===== src/rtl/status_width_ctrl.sv =====
module status_width_ctrl (
  input  logic        clk,
  input  logic        rst_n,
  input  logic [11:0] cmd,
  input  logic [7:0]  operand,
  input  logic [3:0]  alu_we,
  input  logic [3:0]  alu_flags,
  input  logic [7:0]  pull_byte,
  output logic [7:0]  status,
  output logic        emu_mode,
  output logic        acc_8bit,
  output logic        idx_8bit,
  output logic        idx_hi_clear
);
  localparam int C_SETM = 0, C_CLRM = 1, C_CLC = 2, C_CLI = 3, C_CLD = 4, C_CLV = 5;
  localparam int C_SEC = 6, C_SED = 7, C_SEI = 8, C_XCH = 9, C_PULL = 10, C_ALU = 11;
  localparam int B_C = 0, B_Z = 1, B_I = 2, B_D = 3, B_X = 4, B_M = 5, B_V = 6, B_N = 7;
  localparam logic [7:0] RESET_P = 8'h34;

  logic [7:0] p_q, p_d;
  logic       e_q, e_d;
  logic       clr_q;
  logic       legal;
  logic       idx_next;

  assign legal = (cmd != '0) && ((cmd & (cmd - 12'd1)) == '0);

  always_comb begin
    p_d = p_q;
    e_d = e_q;
    if (legal) begin
      if (cmd[C_SETM]) p_d = p_q | operand;
      if (cmd[C_CLRM]) p_d = p_q & ~operand;
      if (cmd[C_CLC])  p_d[B_C] = 1'b0;
      if (cmd[C_CLI])  p_d[B_I] = 1'b0;
      if (cmd[C_CLD])  p_d[B_D] = 1'b0;
      if (cmd[C_CLV])  p_d[B_V] = 1'b0;
      if (cmd[C_SEC])  p_d[B_C] = 1'b1;
      if (cmd[C_SED])  p_d[B_D] = 1'b1;
      if (cmd[C_SEI])  p_d[B_I] = 1'b1;
      if (cmd[C_XCH]) begin
        e_d      = p_q[B_C];
        p_d[B_C] = e_q;
      end
      if (cmd[C_PULL]) p_d = pull_byte;
      if (cmd[C_ALU]) begin
        if (alu_we[0]) p_d[B_C] = alu_flags[0];
        if (alu_we[1]) p_d[B_Z] = alu_flags[1];
        if (alu_we[2]) p_d[B_V] = alu_flags[2];
        if (alu_we[3]) p_d[B_N] = alu_flags[3];
      end
    end
    if (e_d) p_d[B_M:B_X] = 2'b11;
  end

  assign idx_next = e_d | p_d[B_X];

  always_ff @(posedge clk) begin
    if (!rst_n) begin
      p_q   <= RESET_P;
      e_q   <= 1'b1;
      clr_q <= 1'b0;
    end else begin
      p_q   <= p_d;
      e_q   <= e_d;
      clr_q <= idx_next & ~idx_8bit;
    end
  end

  assign status       = p_q;
  assign emu_mode     = e_q;
  assign acc_8bit     = e_q | p_q[B_M];
  assign idx_8bit     = e_q | p_q[B_X];
  assign idx_hi_clear = clr_q;
endmodule



===== config.mk =====
export PLATFORM = sky130hd
export DESIGN_NAME = status_width_ctrl
export DESIGN_NICKNAME = d
export VERILOG_FILES = /design/src/rtl/status_width_ctrl.sv
export SDC_FILE = /design/constraint.sdc
export NUM_CORES = 1
export LEC_CHECK = 0
export BUFFER_PORTS_ARGS = -buffer_cell sky130_fd_sc_hd__buf_2
export CAP_MARGIN = 20
export CORE_ASPECT_RATIO = 1.2
export CORE_MARGIN = 3
export CORE_UTILIZATION = 44
export DETAILED_ROUTE_END_ITERATION = 16
export GPL_ROUTABILITY_DRIVEN = 0
export PLACE_DENSITY = 0.79
export REMOVE_ABC_BUFFERS = 1
export SLEW_MARGIN = 20
export SYNTH_ARGS = -nofsm -noshare
export SYNTH_HDL_FRONTEND = slang
export SYNTH_SLANG_ARGS = --single-unit

===== constraint.sdc =====
create_clock -name clk -period 2.3 [get_ports clk]
set_input_delay 0.115 -clock clk [delete_from_list [all_inputs] [get_ports clk]]
set_output_delay 0.115 -clock clk [all_outputs]
set_load 0.01 [all_outputs]

==> results by group, run 1 <==
Status
  – Outcome: finished clean

STA
  – Slew Limit Fails: 0
  – Max Freq: 566 MHz
  – Post-layout minimum cycle time: roughly 1.8 ns
  – Setup violators final: 0
  – RSZ-0062 raised after global routing: false
  – Worst-Margin Slew: between 0.6 and 0.7 ns
  – Final hold violations: 0
  – Setup TNS: 0 ns
  – Crit share post-route: 76.8%
  – Slew headroom: 59.5%
  – Worst Skew: ~0.0013 ns

Clock tree
  – Number of hold buffers added after CTS: 0
  – Setup Buffers After CTS: 0
  – Clock Tree Root: clkbuf_4
  – Max H-tree Level: 1
  – Num CTS Buffers: 3
  – CTS resizes: 0
  – Clk sinks: 10
  – Worst-Skew Late Latency: approximately 0.27 ns
  – CTS tree: done
  – CTS clock-pin slew for the worst setup and hold paths: roughly 0.07 ns
  – Max Root-Sink Buffers: 2

Die
  – Die ar.: 2730 µm²
  – FP Rows: 17
  – CORE AREA: 1940 µm²
  – Initial cell density of the core: roughly 48%
  – Die height: 56.6 µm
  – Die width: around 48 µm
  – Ports: 50

Power and ir drop
  – Pwr Density: 371 nW/µm²
  – Total power: 0.000461 W
  – Static leakage: between 0.5 and 0.6 nW
  – VDD IR max: 257 µV

Worst setup path
  – Setup crit start: cmd[1]
  – WP buf/inv: 1
  – Crit Path Max Fanout: 13
  – Levels on crit path: 6
  – WP data arrival: between 1.5 and 2 ns
  – Slowest cell on crit path: or4_4
  – Worst setup EP type: register
  – Reg-to-reg critical path endpoint: status[6]
  – Setup Crit Path Kind: in -> reg
  – Worst path required time: between 2 and 2.5 ns
  – Worst Setup EP: status[5]
  – Startpoint types: primary input
  – Reg2reg start: status[6]
  – Crit path max-delay family: compound AO/OA/AOI/OAI gates
  – Reg2Reg Setup Slack: between 1 and 1.5 ns
  – Max incr delay on CP: around 0.57 ns
  – CP Cell Sequence: buf_2, or4_4, a2111oi_2, a21oi_2, o21ai_0, o211ai_1
  – R2R depth: 5

Worst hold path
  – Worst Hold Class: in -> reg
  – Hold path cells: 2

Logic synthesis
  – Largest cells by area after synthesis: dfxtp_1 (21%), nand2_1 (7.2%), a21oi_1 (3.7%), a31oi_1 (3.3%), a2111oi_2 (3.2%)
  – Avg Cell Area, Syn: 7.63 µm²
  – Compound-Gate Fraction of Synth Area: a little over two fifths
  – Yosys cell types: 44
  – Seq/Total Area, Yosys: between 20% and 30%
  – Largest family of logic cells by synthesized area: compound AO/OA/AOI/OAI gates
  – Post-Syn Area: ~940 µm²
  – Synth Area in XOR/XNOR: 0%
  – Synth Area in Adders: 0%
  – Synth warn: 0
  – Yosys reg bits: 10
  – Cell count after synthesis: between 100 and 150
  – Top-area cell type share of the netlist area: between 20% and 30%
  – Cell taking the most area after synthesis: dfxtp_1
  – Mux cell area share after synthesis: between 3 and 4%
  – Synth Area in Simple Gates: a little over a quarter

Routing
  – Final WL: ~2800 µm
  – Vias per cell: between 5 and 6
  – DR iter-0 viols: 25
  – DR pass1 iterations: 5
  – Vias: 1189
  – Routed wire per std cell: between 10 and 15 µm
  – DRC: 0
  – Routed Antenna Nets: 0

GRT
  – First-pass GRT wire length: between 4000 and 5000 µm
  – Gr ovfl total: 0
  – Initial antenna violation count: 0
  – Total Routing Usage GR: 22.7%
  – Vias in the first global route: between 1000 and 1500
  – Largest net degree at the start of global routing: 19

Final layout
  – Share of post-route cells with drive strength above 1: around 40%
  – NumNets Final: 211
  – Commonest cells after routing, fill and taps aside: buf_2 (49), nand2_1 (18), dfxtp_1 (10)
  – FILL cells: 180
  – Layout area overhead: 32.4%
  – Fin util: roughly 64%
  – N_diodes: 0
  – Commonest non-fill, non-tap cell in the layout: buf_2

Place
  – Port Buffers: between 40 and 50
  – Detailed placement HPWL: roughly 2200 µm

Job
  – Max cap viols: 0
[Yosys cell counts, drive strengths merged]
cell     count
o41ai        3
buf          2
o311ai       3
mux2i        2
nor3b        1
inv          4
nand3        1
nand2       18
o31a         1
nor3         5
or4          1
o21ai        4
a211oi       3
a21o         1
nor4         3
and2         1
a2111o       2
a31oi        5
a41oi        1
mux2         1
clkbuf       5
o22ai        1
or2          3
a21oi        8
or3          2
nand4        3
nand2b       3
nand3b       1
dfxtp       10
nor2         8
o21a         4
a2111oi      4
o31ai        3
a211o        2
o211ai       3
and4         1
[final cells by class]
| class | instances | area, µm² | area share [%] |
|---|---|---|---|
| multi-input combinational | 102 | 688 | 55.4 |
| clock buffer | 4 | 36.3 | 2.92 |
| inverter | 4 | 15.0 | 1.21 |
| tap | 28 | 35.0 | 2.82 |
| timing repair buffer | 52 | 268 | 21.6 |
| sequential | 10 | 200 | 16.1 |
[logic make-up after synthesis]
| logic type | count (synthesis) |
|---|---|
| AO/OA/AOI/OAI | 48 |
| multiplexers | 3 |
| AND/OR/NAND/NOR | 51 |
| flip-flops | 10 |
| buffers and inverters | 11 |
[flip-flops by register name, indices dropped and copies added, names as in the netlist]
| register | count |
|---|---|
| idx_hi_clear | 1 |
| status | 8 |
| emu_mode | 1 |
[metal layers]
metal  up-vias  global-route usage, %  wire, µm  share of wire [%]
li1        582                      -         -                  -
met1       539                   27.3      1210                 43
met2        64                   37.5      1380                 49
met3         4                   4.81       225                7.9
met4         0                   7.69        25               0.88
met5         -                      0         0                  0
[where the power goes]
group / internal, W / switching (W) / leakage (nW)
Sequential: 0.000173 / 0.000000291 / 0.0807
Clock: 0.0000962 / 0.0000680 / 0.0210
Combinational: 0.0000527 / 0.0000702 / 0.438
[metrics by stage]
step	instances	hold slack (ns)	worst slack, ns	area (µm²)
2_1_floorplan	116	0.193	0.596	903
3_3_place_gp	196	0.385	0.328	1210
3_5_place_dp	196	0.388	0.271	1210
4_1_cts	200	0.110	0.543	1240
5_1_grt	200	0.110	0.422	1240
6_report	200	0.114	0.533	1240
[how the worst min path moves through the flow]
stage / from / endpoint / slack [ns]
after CTS: rst_n / status[2] / 0.11
after detailed placement: rst_n / status[2] / 0.39
after floorplan: rst_n / status[2] / 0.19
after global placement: rst_n / status[2] / 0.39
final: rst_n / status[2] / 0.11
after global routing: rst_n / status[2] / 0.11
Power figures use the tool's default switching activity.
==> run 2, diff against run 1 <==
ABC_AREA = 1   (was not set)
CORE_UTILIZATION = 40   (was 44)
PLACE_DENSITY = 0.75   (was 0.79)
clock period = 1.55 ns   (was 2.3 ns; I/O delays follow)
==> run 2 against run 1 <==
Effect of this change: hold slack worse by 0.082 ns; total power up 46%; critical path depth up 7; combinational power up 46%; register-to-register slack worse by 0.59 ns; clock power up 43%; cell count up 27%; sequential share of layout area down 0.18 points; synthesized cell count up 38%; die area up 9.1%; first-iteration DRC count down 24%; global-route usage down 2.3 points; largest power group unchanged; highest routed layer unchanged.
==> results by group, run 2 <==
GRT
  – Grt met3 use: 1.51% (-3.3 points)
  – Largest net degree at the start of global routing: 12 (-7)
  – GR Util met1: 23.6% (-3.7 points)
  – Gr ovfl total: 0 (unchanged)
  – Vias in the first global route: 1203 (+3.0%)
  – GR Layer Usage met2: 38.8% (+1.3 points)
  – Total Routing Usage GR: 20.4% (-2.3 points)
  – First-pass GRT wire length: 4820 µm (+3.4%)
  – GRT busiest layer: met2
  – Initial antenna violation count: 0 (unchanged)

Die
  – Die height: 59.1 µm (+4.5%)
  – Die ar.: 2970 µm² (+9.1%)
  – FP Rows: 18 (+1)
  – CORE AREA: 2140 µm² (+11%)
  – Die width: 50.3 µm (+4.4%)
  – Initial cell density of the core: 44.0% (-4.5 points)
  – Ports: 50 (unchanged)

Power and ir drop
  – Part of the power in registers: 38.3% (+0.6 points)
  – Internal: 0.000475 W (+48%)
  – Combinational power share: 26.6% (about the same)
  – Total power: 0.000671 W (+46%)
  – Switching part of the total: 29.2% (-0.86 points)
  – Clock power frac: 35.1% (-0.6 points)
  – Pwr Density: 534 nW/µm² (+44%)
  – VDD IR max: 526 µV (+100%)
  – Static leakage: 0.660 nW (+22%)
  – Net Sw Power: 0.000196 W (+42%)

Final layout
  – Layout area overhead: 33.5%
  – NumNets Final: 262 (+24%)
  – Commonest non-fill, non-tap cell in the layout: nand2_1
  – Max FFs per register: 8 (unchanged)
  – Share of post-route cells with drive strength above 1: 30.5% (-9.0 points)
  – Commonest cells after routing, fill and taps aside: nand2_1 (60), buf_2 (49), nor2_1 (28)
  – N_diodes: 0 (unchanged)
  – Final cell count without fillers: 253 (+27%)

Clock tree
  – CTS tree: done
  – Num CTS Buffers: 3 (unchanged)
  – Setup Buffers After CTS: 0 (unchanged)
  – CTS resizes: 0 (unchanged)
  – Max H-tree Level: 1 (unchanged)
  – Number of hold buffers added after CTS: 0 (unchanged)
  – Max Root-Sink Buffers: 2 (unchanged)
  – Worst-Skew Late Latency: 0.27 ns (about the same)
  – Clk sinks: 10 (unchanged)
  – CTS clock-pin slew for the worst setup and hold paths: 0.06 ns (about the same)
  – Clock Tree Root: clkbuf_4

Logic synthesis
  – Post-Syn Area: 941 µm² (+0.27%)
  – Yosys reg bits: 10 (unchanged)
  – Synth warn: 0 (unchanged)
  – Largest cells by area after synthesis: nand2_1 (24%), dfxtp_1 (21%), nor2_1 (11%), nand3_1 (7.4%), inv_1 (5.6%)
  – Avg Cell Area, Syn: 5.53 µm² (-27%)
  – Post-synth EDFFs: 0 (unchanged)
  – Ys flop type: dfxtp_1
  – Cell count after synthesis: 170 (+38%)
  – Seq/Total Area, Yosys: 21.3% (-0.057 points)
  – Yosys cell types: 26 (-41%)
  – Asr flop ratio synth: 0% (unchanged)
  – Top-area cell type share of the netlist area: 23.9% (+2.6 points)
  – Cell taking the most area after synthesis: nand2_1
  – Top post-synthesis cells by count: nand2_1 (60), nor2_1 (28), inv_1 (14), nand3_1 (14), dfxtp_1 (10)
  – Most numerous cell in the Yosys netlist: nand2_1

STA
  – Setup violators final: 0 (unchanged)
  – Worst Skew: 0.00441 ns (+0.00313 ns)
  – Crit share post-route: around four fifths
  – Max Freq: approximately 800 MHz
  – Post-layout minimum cycle time: ~1.2 ns
  – Slew Limit Fails: 0 (unchanged)
  – Setup TNS: 0 ns (unchanged)
  – Final hold violations: 0 (unchanged)
  – Slew headroom: 82.0% (+22 points)
  – RSZ-0062 raised after global routing: false
  – Worst-Margin Slew: 0.269 ns (-0.338 ns)

Worst setup path
  – Crit Path Max Fanout: 11 (-2)
  – Slowest cell on crit path: nor2_8
  – Startpoint types: primary input
  – CP Cell Sequence: buf_2, nor2_8, nand2_1, nor2_1, nand2_1, o21ai_1, nand2_1, inv_2, nand2_2, inv_2, nand2_1, nand2_1, nand3_1
  – WP data arrival: 1.40 ns (-0.50 ns)
  – Worst setup EP type: register
  – Max incr delay on CP: 0.18 ns (-0.39 ns)
  – R2R depth: 8 (+3)
  – Most used cell, CP: nand2_1
  – Worst path required time: 1.70 ns (-0.74 ns)
  – Setup Crit Path Kind: in -> reg

Routing
  – Vias: 1260 (+6.0%)
  – Final WL: 2870 µm (+1.2%)
  – DRC: 0 (unchanged)
  – Vias per cell: 4.98 (-16%)
  – Routed wire per std cell: 11.3 µm (-20%)
  – DR pass1 iterations: 4 (-1)
  – DR iter-0 viols: 19 (-24%)
  – Routed Antenna Nets: 0 (unchanged)

Place
  – Port Buffers: 49 (unchanged)
  – Post-Place Cells: 249 (+27%)
  – Detailed placement HPWL: 2400 µm (+6.7%)

Worst hold path
  – Hold path cells: 2 (unchanged)
  – Worst Hold Class: in -> reg

Job
  – Max cap viols: 0 (unchanged)

Status
  – Outcome: finished clean
-- run 2: per-stage QoR --
step | instance area, µm² | worst slack [ns] | hold WS (ns) | utilization (%)
floorplan | 907 | 0.361 | 0.146 | -
global placement | 1220 | 0.101 | 0.294 | 57.0
detailed placement | 1220 | 0.0293 | 0.303 | 57.0
CTS | 1260 | 0.308 | 0.0305 | 58.7
global route | 1260 | 0.143 | 0.0472 | 58.7
finish | 1260 | 0.304 | 0.0321 | 58.7
-- run 2: final timing paths --
path / from / end / slack [ns]
setup / recovery: cmd[0] / status[2] / 0.30
hold / removal: rst_n / status[4] / 0.03
setup reg to reg: status[0] / status[0] / 0.44
hold reg to reg: status[3] / status[3] / 0.50
-- run 2: per-layer routing --
layer  part of all wire [%]  vias to the layer above  wire length, µm
met5                      0                        -                0
met4                   0.63                        0               18
met3                    6.6                        4              190
met2                     52                       41             1510
met1                     40                      558             1160
li1                       -                      657                -
-- run 2: cell type report --
| class | count | area (µm²) |
|---|---|---|
| Clock buffer | 4 | 36.3 |
| Fill cell | 236 | 883 |
| Inverter | 16 | 60.1 |
| Multi-Input combinational cell | 140 | 647 |
| Sequential cell | 10 | 200 |
| Tap cell | 30 | 37.5 |
| Timing Repair Buffer | 53 | 275 |
-- run 2: power by group through the flow --
stage,Sequential [W],Combinational (W),Clock [W]
4_1_cts,0.000257,0.000179,0.000236
3_5_place_dp,0.000263,0.000177,0
5_1_grt,0.000257,0.000202,0.000248
6_report,0.000257,0.000179,0.000235
2_1_floorplan,0.000263,0.0000816,0
3_3_place_gp,0.000263,0.000175,0
-- run 2: cell families (layout without fill, tap and decap cells) --
logic type             after synthesis  count (layout)  share of synthesized area, %
DFF                                 10              10                          21.3
buffers and inverters               20              73                          9.97
and+or+nand+nor                    112             112                          51.5
AOI/OAI and AO/OA                   28              28                          17.3
-- run 2: critical path: cells and delay by family --
kind	cells	cell delay, ns
buffers and inverters	3	0.43
AO/OA/AOI/OAI	1	0.07
AND/OR/NAND/NOR	9	0.82
==> run 3, diff against run 2 <==
ABC_AREA = 0   (was 1)
CORE_UTILIZATION = 44   (was 40)
PLACE_DENSITY = 0.79   (was 0.75)
clock period = 1.3 ns   (was 1.55 ns; I/O delays follow)
==> run 3 against run 2 <==
Effect of this change: the flow now finishes with violations (negative setup slack); cell count is 7.5% lower; critical path type unchanged; critical path depth is 6 lower; sequential power is 19% higher; via count is 21% higher.
==> results by group, run 3 (synthesis gave the netlist of run 1 again) <==
Worst setup path
  – Startpoint types: primary input
  – Setup crit start: cmd[3]
  – Max incr delay on CP: 0.58 ns (+0.40 ns)
  – Reg-to-reg critical path endpoint: status[6]
  – R2R depth: 5 (-3)
  – Crit Path Max Fanout: 5 (-6)
  – Slowest cell on crit path: or4_4
  – CP Cell Sequence: buf_8, or4_4, o41ai_4, buf_4, a21o_1, nand4_1, mux2i_1
  – Reg2reg start: status[6]
  – Worst setup EP type: register
  – Setup Crit Path Kind: in -> reg
  – Worst path required time: 1.47 ns (-0.23 ns)
  – Reg2Reg Setup Slack: 0.02 ns (-0.42 ns)
  – WP data arrival: 1.73 ns (+0.33 ns)

Power and ir drop
  – VDD IR max: 506 µV (-3.9%)
  – Switching part of the total: 33.7% (+4.5 points)
  – Internal: 0.000644 W (+35%)
  – Part of the power in registers: 31.6% (-6.7 points)
  – Net Sw Power: 0.000328 W (+67%)
  – Pwr Density: 578 nW/µm² (+8.2%)
  – Combinational power share: 36.7% (+10 points)
  – Static leakage: 0.736 nW (+12%)
  – Total power: 0.000971 W (+45%)
  – Clock power frac: 31.7% (-3.4 points)

Place
  – Placed cell area: 1380 µm² (+13%)
  – Post-Place Cells: 219 (-12%)
  – Detailed placement HPWL: 2570 µm (+7.0%)
  – Setup slack at placement: -0.668 ns (-0.698 ns)
  – Port Buffers: 49 (unchanged)

STA
  – Crit share post-route: 120%
  – Post-layout minimum cycle time: between 1.5 and 2 ns
  – Final hold violations: 0 (unchanged)
  – Max Freq: about 640 MHz
  – Slew Limit Fails: 0 (unchanged)
  – Slew headroom: 67.2% (-15 points)
  – Worst-Margin Slew: 0.491 ns (+0.222 ns)
  – Worst Skew: 0.00289 ns (-0.00152 ns)
  – Setup violators final: 10 (+10)
  – Final worst slack: -0.264 ns (-0.568 ns)
  – RSZ-0062 raised after global routing: true

Routing
  – DR pass1 iterations: 4 (unchanged)
  – Max layer used: met4
  – Routed Antenna Nets: 0 (unchanged)
  – Vias per cell: 6.54 (+31%)
  – Final WL: 4730 µm (+65%)
  – Routed wire per std cell: 20.2 µm (+78%)
  – Met3 WL: 564 µm (+200%)
  – Vias: 1530 (+21%)
  – DRC: 0 (unchanged)
  – Wire length on met2: 2290 µm (+52%)
  – Met1 WL: 1640 µm (+42%)
  – DR iter-0 viols: 94 (+75)

Die
  – CORE AREA: 1940 µm² (-9.5%)
  – Ports: 50 (unchanged)
  – Initial cell density of the core: 48.5% (+4.5 points)
  – Die ar.: 2730 µm² (-8.3%)
  – Die height: 56.6 µm (-4.3%)
  – Die width: 48.2 µm (-4.2%)
  – FP Rows: 17 (-1)

Final layout
  – Commonest cells after routing, fill and taps aside: buf_2 (45), buf_4 (32), nand2_1 (17)
  – Cell area after layout: 1680 µm² (+34%)
  – Fin util: 86.8% (+28 points)
  – Share of post-route cells with drive strength above 1: 55.8% (+25 points)
  – Final cell count without fillers: 234 (-7.5%)
  – Layout area overhead: 79.1%
  – N_diodes: 0 (unchanged)
  – Max FFs per register: 8 (unchanged)
  – NumNets Final: 245 (-6.5%)
  – Commonest non-fill, non-tap cell in the layout: buf_2

Worst hold path
  – Hold Path End: status[2]
  – Hold path cells: 2 (unchanged)
  – Hold Path Origin: rst_n
  – Worst Hold Class: in -> reg

GRT
  – Largest net degree at the start of global routing: 18 (+6)
  – Initial antenna violation count: 0 (unchanged)
  – Total Routing Usage GR: 39.0% (+19 points)
  – Vias in the first global route: 1563 (+30%)
  – Gr ovfl total: 0 (unchanged)
  – First-pass GRT wire length: 7650 µm (+59%)

Status
  – Violations in the final reports: negative setup slack
  – Outcome: complete, but fails checks

Clock tree
  – Max H-tree Level: 1 (unchanged)
  – CTS tree: done
  – Num CTS Buffers: 3 (unchanged)
  – CTS clock-pin slew for the worst setup and hold paths: 0.08 ns (+0.02 ns)
  – Clk sinks: 10 (unchanged)
  – Worst-Skew Late Latency: 0.28 ns (about the same)
  – Clock Tree Root: clkbuf_4
  – Max Root-Sink Buffers: 2 (unchanged)

Job
  – Max cap viols: 0 (unchanged)
## run 3: cell count changes in the layout (fill, tap and decap cells not counted), moves of 5 or more
cell / previous run / this run
nand2_1: 60 / 17
o21ai_0: 7 / 1
nand3_1: 14 / 1
inv_1: 14 / 4
o21ai_1: 6 / 1
buf_4: 4 / 32
nor2_1: 28 / 7
buf_6: 0 / 5
## run 3: per-stage QoR
stage,hold WS [ns],setup TNS [ns]
after global routing,0.0719,-2.41
final,0.0594,-2.04
after floorplan,0.143,-2.82
after detailed placement,0.342,-5.81
after global placement,0.325,-5.13
after CTS,0.0673,-1.17
## run 3: power groups by stage
stage                     combinational (W)  sequential, W  clock, W
after detailed placement           0.000262       0.000314         0
final                              0.000357       0.000307  0.000308
after floorplan                   0.0000922       0.000314         0
after global routing               0.000379       0.000307  0.000327
after CTS                          0.000324       0.000307  0.000301
after global placement             0.000255       0.000314         0
## run 3: how the worst max path moves through the flow
stage                            to  slack [ns]  cells past startpoint
after floorplan           status[4]       -0.35                      5
after global placement    status[5]       -0.56                      6
after detailed placement  status[5]       -0.67                      6
after CTS                 status[5]       -0.19                      6
after global routing      status[5]       -0.31                      7
final                     status[3]       -0.26                      7
## run 3: routing by layer
layer / up-vias / track usage (%)
li1: 656 / -
met1: 695 / 43.4
met2: 151 / 57.5
met3: 28 / 16.3
met4: 0 / 25.8
met5: - / 0
## run 3: worst max-delay path: cells and delay by family
family                 cells  cell delay [ns]
muxes                      1             0.14
buffers and inverters      2             0.31
AOI/OAI and AO/OA          2             0.47
and+or+nand+nor            2             0.74
## run 3: cell type report
cell class                 instances  area, µm²
fill                             100        255
clock buffer                       4       36.3
timing repair buffer              84        557
multi-input combinational        104        837
tap                               28       35.0
sequential                        10        200
inverter                           4       15.0
## run 3: repair_timing
item                                   in CTS  in global routing
gates resized for setup                    33                  5
endpoints found under the hold margin       0                  0
setup buffers                               8                  1
cloned                                      2                  0
setup endpoints to repair                  10                 10
hold buffers                                0                  0
pin swaps                                  23                  6
